### config.mk
export PLATFORM = sky130hd
export DESIGN_NAME = pioc_detect
export DESIGN_NICKNAME = d
export VERILOG_FILES = /design/src/rtl/pioc_pkg.sv /design/src/rtl/pioc_sync.sv /design/src/rtl/pioc_cmp.sv /design/src/rtl/pioc_core.sv /design/src/rtl/pioc_detect.sv
export SDC_FILE = /design/constraint.sdc
export NUM_CORES = 1
export LEC_CHECK = 0
export CELL_PAD_IN_SITES_DETAIL_PLACEMENT = 1
export CELL_PAD_IN_SITES_GLOBAL_PLACEMENT = 2
export CORE_MARGIN = 8
export CORE_UTILIZATION = 37
export DETAILED_ROUTE_END_ITERATION = 16
export DONT_BUFFER_PORTS = 1
export PLACE_DENSITY = 0.75
export SYNTH_ARGS = -nofsm -noshare
export SYNTH_HDL_FRONTEND = slang
export SYNTH_SLANG_ARGS = --single-unit
### constraint.sdc
create_clock -name clk -period 2.5 [get_ports clk]
set_clock_uncertainty 0.1 [all_clocks]
set_input_delay 0.125 -clock clk [delete_from_list [all_inputs] [get_ports clk]]
set_output_delay 0.125 -clock clk [all_outputs]
set_load 0.01 [all_outputs]
### src/rtl/pioc_pkg.sv
package pioc_pkg;
    typedef struct packed {
        logic flag;
    } pioc_flag_t;
endpackage

### src/rtl/pioc_sync.sv
module pioc_sync #(
    parameter int W      = 8,
    parameter int STAGES = 2
) (
    input  logic         clk,
    input  logic [W-1:0] async_i,
    output logic [W-1:0] sync_o
);
    // data-path flops, intentionally without reset
    logic [W-1:0] stage_q [STAGES];

    always_ff @(posedge clk) stage_q[0] <= async_i;

    for (genvar s = 1; s < STAGES; s++) begin : g_stage
        always_ff @(posedge clk) stage_q[s] <= stage_q[s-1];
    end

    assign sync_o = stage_q[STAGES-1];
endmodule

### src/rtl/pioc_cmp.sv
module pioc_cmp #(
    parameter int W       = 8,
    parameter int MON_LSB = 4,
    parameter int MON_W   = 4
) (
    input  logic [W-1:0] pins_i,
    input  logic [W-1:0] snap_i,
    input  logic [W-1:0] dir_i,
    output logic         mismatch_o
);
    logic [W-1:0] mon_mask;
    logic [W-1:0] diff;

    for (genvar g = 0; g < W; g++) begin : g_mask
        assign mon_mask[g] = (g >= MON_LSB) && (g < MON_LSB + MON_W);
    end

    assign diff       = (pins_i ^ snap_i) & mon_mask & dir_i;
    assign mismatch_o = |diff;
endmodule

### src/rtl/pioc_core.sv
module pioc_core
    import pioc_pkg::*;
#(
    parameter int W = 8
) (
    input  logic         clk,
    input  logic         rst_n,
    input  logic [W-1:0] pins_i,
    input  logic         mismatch_i,
    input  logic         rd_stb_i,
    input  logic         wr_stb_i,
    input  logic         flag_clr_i,
    output logic [W-1:0] snap_o,
    output logic         flag_o
);
    pioc_flag_t   st_d, st_q;
    logic [W-1:0] snap_d, snap_q;
    logic         access, set_req;

    always_comb begin
        access  = rd_stb_i | wr_stb_i;
        set_req = mismatch_i & ~access;     // latch update wins over detection
        snap_d  = access ? pins_i : snap_q;
        st_d    = st_q;
        if (flag_clr_i) st_d.flag = 1'b0;
        if (set_req)    st_d.flag = 1'b1;   // set beats clear
    end

    always_ff @(posedge clk or negedge rst_n) begin
        if (!rst_n) st_q <= '0;
        else        st_q <= st_d;
    end

    // snapshot sits outside the reset network
    always_ff @(posedge clk) snap_q <= snap_d;

    assign snap_o = snap_q;
    assign flag_o = st_q.flag;

    a_r2_mismatch_sets: assert property (@(posedge clk) disable iff (!rst_n)
        (mismatch_i && !rd_stb_i && !wr_stb_i) |=> flag_o);
    a_r3_flag_holds: assert property (@(posedge clk) disable iff (!rst_n)
        (flag_o && !flag_clr_i) |=> flag_o);
    a_r4_clear_works: assert property (@(posedge clk) disable iff (!rst_n)
        (flag_clr_i && !(mismatch_i && !rd_stb_i && !wr_stb_i)) |=> !flag_o);
    a_r4_snap_load: assert property (@(posedge clk) disable iff (!rst_n)
        (rd_stb_i || wr_stb_i) |=> (snap_o == $past(pins_i)));
    a_r8_snap_hold: assert property (@(posedge clk) disable iff (!rst_n)
        (!rd_stb_i && !wr_stb_i) |=> $stable(snap_o));
    a_r8_access_no_set: assert property (@(posedge clk) disable iff (!rst_n)
        ((rd_stb_i || wr_stb_i) && !flag_o) |=> !flag_o);
endmodule

### src/rtl/pioc_detect.sv
module pioc_detect #(
    parameter int PORT_W      = 8,
    parameter int MON_LSB     = 4,
    parameter int MON_W       = 4,
    parameter int SYNC_STAGES = 2
) (
    input  logic              clk,
    input  logic              rst_n,
    input  logic [PORT_W-1:0] pin_i,
    input  logic [PORT_W-1:0] dir_i,
    input  logic              rd_stb_i,
    input  logic              wr_stb_i,
    output logic [PORT_W-1:0] rd_data_o,
    input  logic              flag_clr_i,
    input  logic              int_en_i,
    output logic              flag_o,
    output logic              irq_o
);
    logic [PORT_W-1:0] pins_s, snap;
    logic              mismatch;

    pioc_sync #(.W(PORT_W), .STAGES(SYNC_STAGES)) u_sync (
        .clk(clk), .async_i(pin_i), .sync_o(pins_s)
    );

    pioc_cmp #(.W(PORT_W), .MON_LSB(MON_LSB), .MON_W(MON_W)) u_cmp (
        .pins_i(pins_s), .snap_i(snap), .dir_i(dir_i), .mismatch_o(mismatch)
    );

    pioc_core #(.W(PORT_W)) u_core (
        .clk(clk), .rst_n(rst_n), .pins_i(pins_s), .mismatch_i(mismatch),
        .rd_stb_i(rd_stb_i), .wr_stb_i(wr_stb_i), .flag_clr_i(flag_clr_i),
        .snap_o(snap), .flag_o(flag_o)
    );

    assign rd_data_o = pins_s;
    assign irq_o     = flag_o & int_en_i;

    a_r10_irq_gated: assert property (@(posedge clk) disable iff (!rst_n)
        !int_en_i |-> !irq_o);
    a_r1_reset_quiet: assert property (@(posedge clk)
        !rst_n |-> (!flag_o && !irq_o));
endmodule

==> key figures, run 1 <==
Detailed routing
  • Via count: 292
  • Final ANT Viol Nets: 0
  • Routed WL: 979 µm
  • Vias per inst: 4.635
  • Number of remaining DRC errors: 0
  • Iter 0 DRT Violations: 0
  • Drt first pass iters: 1
  • Wire per inst: 15.54 µm

Yosys
  • Fraction of registers with async set/reset: 0.04762
  • Cell Area, Synth: between 600 and 700 µm²
  • Number of synthesis warnings: 0
  • Gate Count Post-Synth: 39
  • Syn nets: 61
  • Leading area contributor after synthesis: dfxtp_1
  • Sequential fraction of the synthesis area: 0.7670
  • Top post-synthesis cells by count: dfxtp_1 (16), buf_4 (8), edfxtp_1 (4), xor2_1 (4)
  • Area contributors post-synth: dfxtp_1 (53%), edfxtp_1 (20%), buf_4 (9.9%)
  • Syn avg cell area: 15.56 µm²
  • Post-synth EDFFs: 4
  • Synth Flop Type: dfxtp_1
  • Yosys top cell area share: 0.5278
  • #FFs+latches synth: 21
  • Count leader, synth: dfxtp_1
  • Distinct cells, synth: 11

Worst hold path
  • HP Class: in2reg
  • Hold_sp: rd_stb_i

Layout
  • FILL cells: about 160
  • Final nets: 70
  • Final core occ: 0.4680
  • Syn-to-layout area delta: 17.53%
  • Multi-input gate area: slightly below 80 µm²
  • Post-route cell area: slightly above 700 µm²
  • Register area: 465.4 µm²
  • Final instance count without filler cells: 63
  • Layout cells sized above 1: 0.1064
  • ANT cells: 0

STA
  • Worst relative slew slack: 0.8648
  • Fin Hold WS: 0.01961 ns
  • Endpoints failing setup: 0
  • Post-route setup TNS: 0 ns
  • RSZ-0062 raised after global routing: false
  • Max Freq: 550.0 MHz
  • Slew Limit Fails: 0
  • Hold Fails Final Rpt: 0
  • Final min period: 1.818 ns
  • Final period util: 0.7273
  • Worst Tran Pin Value: 0.2025 ns

Setup path
  • Slowest cell on crit path: dlygate4sd3_1
  • Required @ worst endpoint: 2.58 ns
  • Crit path max fanout: 1
  • Origin of the critical flop-to-flop path: u_core.snap_o[4]
  • Worst setup path class: reg2reg
  • Slowest stage delay, CP: 0.55 ns
  • Worst Setup End Kind: flop
  • CP arrival: 1.90 ns
  • CP Launch Type: flop
  • Crit-path cells: xor2_1 > a22o_1 > a221oi_2 > o22ai_1 > dlygate4sd3_1
  • CP Launch Point: u_core.snap_o[4]

Global route
  • Overflow after GRT: 0
  • Gr usage total: 0.06110
  • Largest net degree at the start of global routing: 12
  • Initial antenna violation count: 0
  • First-pass GRT wire length: 1552 µm
  • Vias in the first global route: 352

Floorplanning
  • IO Pins: 32
  • Core area: 1524 µm²
  • DIE HEIGHT: around 56 µm
  • Initial core utilization: 0.3982
  • Die X: ~56 µm
  • DIE AREA: 3192 µm²
  • # rows: 14

Clock tree
  • Clock Tree Buf Depth: 2
  • Clk_lat worst skew: 0.28 ns
  • # clock sinks: 21
  • Clock Pin Slew Worst Setup and Hold Paths: 0.10 ns
  • Root buf cell: clkbuf_4
  • Post-CTS Setup Bufs: 0
  • H-tree depth: 1
  • Total CTS buffers: 3
  • CTS tree: done

Pwr
  • Pwr/cell area: 793.9 nW/µm²
  • Lkg Pwr: 0.2893 nW
  • Worst VDD drop: approximately 0.00046 V

Placement
  • Gpl congestion: 0.6172
  • Dpl cell area: 566.8 µm²
  • DP Cell Count: 47
  • IO Port Bufs: 0

Status
  • Status: complete, no violations

Job
  • Total of max-cap violations: 0
==> flip-flops by register name, summed over array words and instances, names as in the netlist <==
signal and count:
u_core.flag_o 1, u_core.snap_o 4, u_sync.stage_q 16
==> cells in the final DEF (no fill, tap or decap), drive strengths merged, types with 4 or more instances in the layout <==
master        n
xor2          4
edfxtp        4
dfxtp        16
clkbuf        4
dlygate4sd3  12
==> final cells by class <==
| class | instances | share of cell area |
|---|---|---|
| Sequential cell | 21 | 0.6526 |
| Timing Repair Buffer | 12 | 0.1684 |
| Multi-Input combinational cell | 9 | 0.1088 |
| Clock buffer | 4 | 0.03684 |
| Tap cell | 16 | 0.02807 |
| Inverter | 1 | 0.005263 |
==> cell families after synthesis <==
logic type / Yosys count / share of synthesized area
compound gates: 3 / 0.04949
simple gates: 2 / 0.02063
xor+xnor: 4 / 0.05773
flops: 21 / 0.7670
buf+inv: 9 / 0.1052
==> path summary, 6_finish.rpt <==
path                                              end  slack, ns  depth (start not counted)
worst max-delay path                    u_core.flag_o       0.68                          5
worst min-delay path                 u_core.snap_o[6]       0.02                          1
worst max register to register          u_core.flag_o       0.68                          5
worst min register to register  u_sync.stage_q[0][15]       0.24                          0
max in group asynchronous               u_core.flag_o       1.73                          2
min in group asynchronous               u_core.flag_o       0.47                          2
==> through the flow <==
step | total power, mW | setup WS, ns
2_1_floorplan | 0.4108 | 1.292
3_3_place_gp | 0.4066 | 1.245
3_5_place_dp | 0.4080 | 1.218
4_1_cts | 0.5769 | 0.6601
5_1_grt | 0.5970 | 0.5766
6_report | 0.5662 | 0.6818
==> timing repair <==
action / 4_1_cts / 5_1_grt
hold buffers: 12 / 0
gates resized for setup: 0 / 0
endpoints found under the hold margin: 10 / 0
setup endpoints to repair: 0 / 0
==> critical path, delay by kind of cell, from the launching register on <==
kind / cells / cell delay (ns)
xor gates and xnor gates: 1 / 0.17
DFF: 1 / 0.40
buffers and inverters: 1 / 0.55
AOI/OAI and AO/OA: 3 / 0.49
==> per-layer routing <==
| layer | GRT usage | vias up | share of wire |
|---|---|---|---|
| met5 | 0 | - | 0 |
| met4 | 0.04124 | 0 | 0.0051 |
| met3 | 0.04944 | 2 | 0.15 |
| met2 | 0.09404 | 20 | 0.50 |
| met1 | 0.05242 | 133 | 0.34 |
| li1 | - | 137 | - |
==> power breakdown <==
part | internal [mW] | switching, mW | leakage [nW] | total, mW
clock | 0.0620 | 0.0891 | 0.0150 | 0.151
combinational | 0.0232 | 0.0109 | 0.0859 | 0.0341
sequential | 0.366 | 0.0146 | 0.188 | 0.381
No activity file was read; power rests on OpenSTA's default activity.
==> inputs of run 2 (changes only) <==
Settings changed: CORE_UTILIZATION 37 to 31, PLACE_DENSITY 0.75 to 0.68.
Clock period 2.5 ns to 1.5 ns, I/O delays scaled along.
==> run 2 against run 1 <==
  * First-iteration DRC count up 1
  * Worst hold slack worse by 0.013 ns
  * Wire length grew 13%
  * Combinational power grew 90%
  * Setup slack got worse by 0.47 ns
  * Clock-buffer cell count fell by 1
  * Non-clock buffer count is 4 higher
  * Power grew 70%
  * Critical path depth fell by 1
==> key figures, run 2 (synthesis results as in run 1) <==
Status
  • Status: complete, no violations

STA
  • RSZ-0062 raised after global routing: false
  • Final min period: 1.292 ns
  • Worst relative slew slack: 0.8544
  • Slew Limit Fails: 0
  • Post-route setup TNS: 0 ns
  • Endpoints failing setup: 0
  • Final period util: 0.8613
  • Worst Tran Pin Value: approximately 0.22 ns
  • Hold Fails Final Rpt: 0
  • Max Freq: 774.0 MHz

Setup path
  • Worst Setup End Kind: flop
  • CP Launch Type: flop
  • Crit path max fanout: 1
  • Crit-path cells: xor2_1 > a22o_1 > a221oi_2 > o22ai_1
  • CP arrival: 1.38 ns
  • Worst setup path class: reg2reg
  • Slowest cell on crit path: edfxtp_1
  • Register-to-Register Path Depth: 4
  • Slowest stage delay, CP: 0.40 ns
  • Required @ worst endpoint: 1.59 ns

Placement
  • Final HPWL DP: 841.1 µm
  • IO Port Bufs: 0
  • Gpl congestion: 0.6586

Layout
  • Final nets: 74
  • Most flop-heavy register: u_sync.stage_q
  • Multi-input gate area: 77.57 µm²
  • Register area: 465.4 µm²
  • Final core occ: 0.4046
  • Commonest cells after routing, fill and taps aside: dlygate4sd3_1 (16), dfxtp_1 (16), xor2_1 (4), edfxtp_1 (4), clkbuf_4 (3)
  • Max reg flops: 16
  • FILL cells: between 150 and 200
  • Syn-to-layout area delta: 26.80%
  • Layout cells sized above 1: 0.1176
  • ANT cells: 0

Clock tree
  • Post-CTS sizing: 0
  • Clock Tree Buf Depth: 2
  • Total CTS buffers: 3
  • H-tree depth: 1
  • Root buf cell: clkbuf_4
  • Clock Pin Slew Worst Setup and Hold Paths: 0.12 ns
  • Post-CTS Setup Bufs: 0
  • # clock sinks: 21
  • Post-CTS Hold Buffers: 16
  • Clk_lat worst skew: 0.29 ns
  • CTS tree: done

Floorplanning
  • Core area: 1902 µm²
  • Die X: 60.25 µm
  • # rows: 16
  • DIE HEIGHT: 60.25 µm
  • Initial core utilization: 0.3191
  • DIE AREA: 3629 µm²
  • IO Pins: 32

Pwr
  • Final Power: 0.9654 mW
  • Worst VDD drop: between 0.0006 and 0.0007 V
  • Pwr/cell area: 1255 nW/µm²
  • Lkg Pwr: 0.3082 nW

Detailed routing
  • Final ANT Viol Nets: 0
  • Routed WL: ~1100 µm
  • Iter 0 DRT Violations: 1
  • Vias per inst: 3.744
  • Number of remaining DRC errors: 0
  • Wire per inst: roughly 14 µm
  • Drt first pass iters: 2
  • Via count: 292

Global route
  • Vias in the first global route: 355
  • First-pass GRT wire length: 1607 µm
  • Largest net degree at the start of global routing: 14
  • Initial antenna violation count: 0
  • Overflow after GRT: 0
  • Gr usage total: 0.06173

Worst hold path
  • Worst hold path cell count: 3
  • HP Class: in2reg

Job
  • Total of max-cap violations: 0
## run 2: layout make-up
type	count	share of cell area
clock buffer	3	0.02927
clock inverter	1	0.008130
inverter	1	0.004878
multi-input combinational	9	0.1008
sequential	21	0.6049
tap	27	0.04390
timing repair buffer	16	0.2081
## run 2: through the flow
stage | instances | setup slack, ns | cell area, µm² | hold slack [ns]
CTS | 78 | 0.1858 | 769.5 | 0.004173
global placement | 58 | 0.2508 | 580.6 | -0.3205
finish | 78 | 0.2081 | 769.5 | 0.006769
global route | 78 | 0.09662 | 769.5 | 0.02574
floorplan | 39 | 0.2920 | 606.8 | -0.3206
detailed placement | 58 | 0.1986 | 580.6 | -0.3205
## run 2: critical path, delay by kind of cell, from the launching register on
| kind | cells | cell delay [ns] |
|---|---|---|
| XOR/XNOR | 1 | 0.18 |
| flip-flops | 1 | 0.40 |
| AO/OA/AOI/OAI | 3 | 0.51 |
## run 2: where the power goes
group | internal, mW | switching [mW] | leakage, nW
Combinational | 0.0432 | 0.0217 | 0.101
Clock | 0.103 | 0.161 | 0.0183
Sequential | 0.611 | 0.0259 | 0.188
## run 2: path summary, 6_finish.rpt
kind                                 startpoint                    end  slack, ns
setup / recovery               u_core.snap_o[4]          u_core.flag_o       0.21
hold / removal                         dir_i[4]          u_core.flag_o      0.007
setup reg to reg               u_core.snap_o[4]          u_core.flag_o       0.21
hold reg to reg            u_sync.stage_q[0][5]  u_sync.stage_q[0][13]       0.24
max in group asynchronous                 rst_n          u_core.flag_o       0.77
min in group asynchronous                 rst_n          u_core.flag_o       0.42
## run 2: per-layer routing
layer,vias to the layer above,track usage,part of all wire
met3,0,0.03011,0.10
met1,134,0.04926,0.36
met2,15,0.1189,0.53
li1,143,-,-
met5,-,0,0
met4,0,0.03061,0
==> inputs of run 3 (changes only) <==
Clock period 1.5 ns to 1.1 ns, I/O delays scaled along.
==> run 3 against run 2 <==
  * The flow now finishes with violations (setup timing)
  * Via count grew 5.1%
  * Combinational power grew 63%
  * Critical path depth is the same
  * First-iteration DRC count grew to 6.0 times the previous value
  * Cell count grew 3.8%
  * Largest power group unchanged
  * Non-clock buffer count grew 3
  * Sequential power grew 35%
  * Clock power grew 32%
  * Global-route usage grew 1.3 points
  * Worst hold slack lost 0.00074 ns
  * Cell area grew 2.6%
==> key figures, run 3 (synthesis results as in run 1) <==
Status
  • Status: complete, but fails checks
  • Failing checks: setup timing

Pwr
  • Final Power: ~1.3 mW
  • Sw Share: 0.2093
  • Comb pwr share: 0.081
  • Sequential share of power: 0.654
  • Lkg Pwr: ~0.32 nW
  • Clock network power share: 0.265
  • Pwr/cell area: 1669 nW/µm²
  • Worst VDD drop: 0.0007642 V
  • Switching power: 0.2757 mW
  • Int Pwr: 1.042 mW

Job
  • Total of max-cap violations: 0

STA
  • RSZ-0062 raised after global routing: true
  • Fin Hold WS: 0.006026 ns
  • Worst relative slew slack: 0.8692
  • Post-route setup TNS: -0.1829 ns
  • Hold Fails Final Rpt: 0
  • Final min period: 1.283 ns
  • Worst Tran Pin Value: 0.1962 ns
  • Max Freq: 779.5 MHz
  • Final period util: 1.166
  • Worst Slack Setup Final: -0.1829 ns
  • Slew Limit Fails: 0
  • Endpoints failing setup: 1

Floorplanning
  • DIE AREA: 3629 µm²
  • DIE HEIGHT: between 60 and 70 µm
  • Initial core utilization: 0.3191
  • Core area: about 1900 µm²
  • # rows: 16
  • IO Pins: 32
  • Die X: 60.25 µm

Global route
  • Largest net degree at the start of global routing: 12
  • First-pass GRT wire length: 1959 µm
  • Gr usage total: 0.07450
  • Overflow after GRT: 0
  • Initial antenna violation count: 0
  • Vias in the first global route: 388

Setup path
  • Worst setup path class: reg2reg
  • Crit-path cells: xor2_1 > a22o_1 > a221oi_2 > o22ai_1
  • Register-to-Register Path Depth: 4
  • CP Launch Point: u_core.snap_o[4]
  • Worst Setup End Kind: flop
  • Crit Reg-Reg Endpoint: u_core.flag_o
  • Slowest stage delay, CP: 0.41 ns
  • Slowest cell on crit path: edfxtp_1
  • Internal reg-to-reg setup slack: -0.18 ns
  • CP arrival: 1.35 ns
  • Cell family with most CP delay: compound AO/OA/AOI/OAI gates
  • Buf+Inv Stages, Crit Path: 0
  • Required @ worst endpoint: 1.17 ns
  • CP Launch Type: flop
  • Origin of the critical flop-to-flop path: u_core.snap_o[4]
  • Crit path max fanout: 1

Layout
  • Most common cell after layout, fill and taps aside: dfxtp_1
  • Post-route cell area: between 700 and 800 µm²
  • Layout cells sized above 1: 0.1852
  • Final core occ: 0.4151
  • FILL cells: 192
  • Syn-to-layout area delta: 30.10%
  • ANT cells: 0
  • Final nets: 77
  • Final instance count without filler cells: between 80 and 90
  • Most flop-heavy register: u_sync.stage_q
  • Commonest cells after routing, fill and taps aside: dfxtp_1 (16), dlygate4sd3_1 (15), xor2_1 (4), buf_4 (4), edfxtp_1 (4)
  • Register area: between 400 and 500 µm²
  • Multi-input gate area: approximately 80 µm²
  • Max reg flops: 16

Clock tree
  • Total CTS buffers: 3
  • Post-CTS Setup Bufs: 0
  • Root buf cell: clkbuf_4
  • Clock Pin Slew Worst Setup and Hold Paths: about 0.10 ns
  • Clock Tree Buf Depth: 2
  • H-tree depth: 1
  • Clk_lat worst skew: 0.29 ns
  • # clock sinks: 21
  • CTS tree: done

Detailed routing
  • Via count: 307
  • Drt first pass iters: 2
  • Iter 0 DRT Violations: 6
  • Wire per inst: 15.14 µm
  • Routed WL: ~1200 µm
  • Number of remaining DRC errors: 0
  • Vias per inst: 3.790
  • Final ANT Viol Nets: 0

Placement
  • IO Port Bufs: 0
  • Dpl cell area: 610.6 µm²
  • Pre-CTS WS: -0.2111 ns
  • DP Cell Count: 62
  • Gpl congestion: about 0.7

Worst hold path
  • Hold_sp: dir_i[5]
  • Hold Path Sink: u_core.flag_o
  • Worst hold path cell count: 3
  • HP Class: in2reg
==> run 3: changes by cell type in the layout (fill, tap and decap cells not counted) <==
cell and change:
inv_4 -1, clkbuf_1 +1, buf_4 +4, and2_1 -1
and2_4 +1, dlygate4sd3_1 -1
==> run 3: power groups by stage <==
stage | Sequential, mW | Combinational, mW | Clock [mW]
CTS | 0.864 | 0.108 | 0.358
finish | 0.862 | 0.106 | 0.349
floorplan | 0.868 | 0.0654 | 0
global placement | 0.877 | 0.0574 | 0
detailed placement | 0.881 | 0.0627 | 0
global route | 0.870 | 0.117 | 0.406
==> run 3: layout make-up <==
cell class                 count  share of cell area
inverter                       1            0.004754
tap                           27             0.04279
multi-input combinational      9              0.1014
timing repair buffer          19              0.2282
clock buffer                   4             0.03328
sequential                    21              0.5895
==> run 3: how the worst max path moves through the flow <==
| stage | endpoint | slack, ns | cells after the start |
|---|---|---|---|
| global placement | u_core.flag_o | -0.12 | 4 |
| floorplan | u_core.flag_o | -0.09 | 4 |
| detailed placement | u_core.flag_o | -0.21 | 4 |
| finish | u_core.flag_o | -0.18 | 4 |
| CTS | u_core.flag_o | -0.22 | 4 |
| global route | u_core.flag_o | -0.29 | 4 |
==> run 3: per-layer routing <==
metal | GRT usage | vias up | routed length (µm)
met3 | 0.03226 | 0 | 127
met1 | 0.06543 | 141 | 412
met2 | 0.1418 | 15 | 686
met4 | 0.03061 | 0 | 0
li1 | - | 151 | -
met5 | 0 | - | 0
==> run 3: what timing repair did <==
item                                    in CTS  in global routing
gates resized for setup                      1                  0
endpoints found under the setup margin       2                  2
pin swaps                                    2                  0
hold buffers                                15                  0
hold endpoints to repair                    14                  0
==> run 3: worst register-to-register path: stages, from the launching register on <==
cell      delay, ns
edfxtp_1       0.41
xor2_1         0.16
a22o_1         0.22
a221oi_2       0.18
o22ai_1        0.11
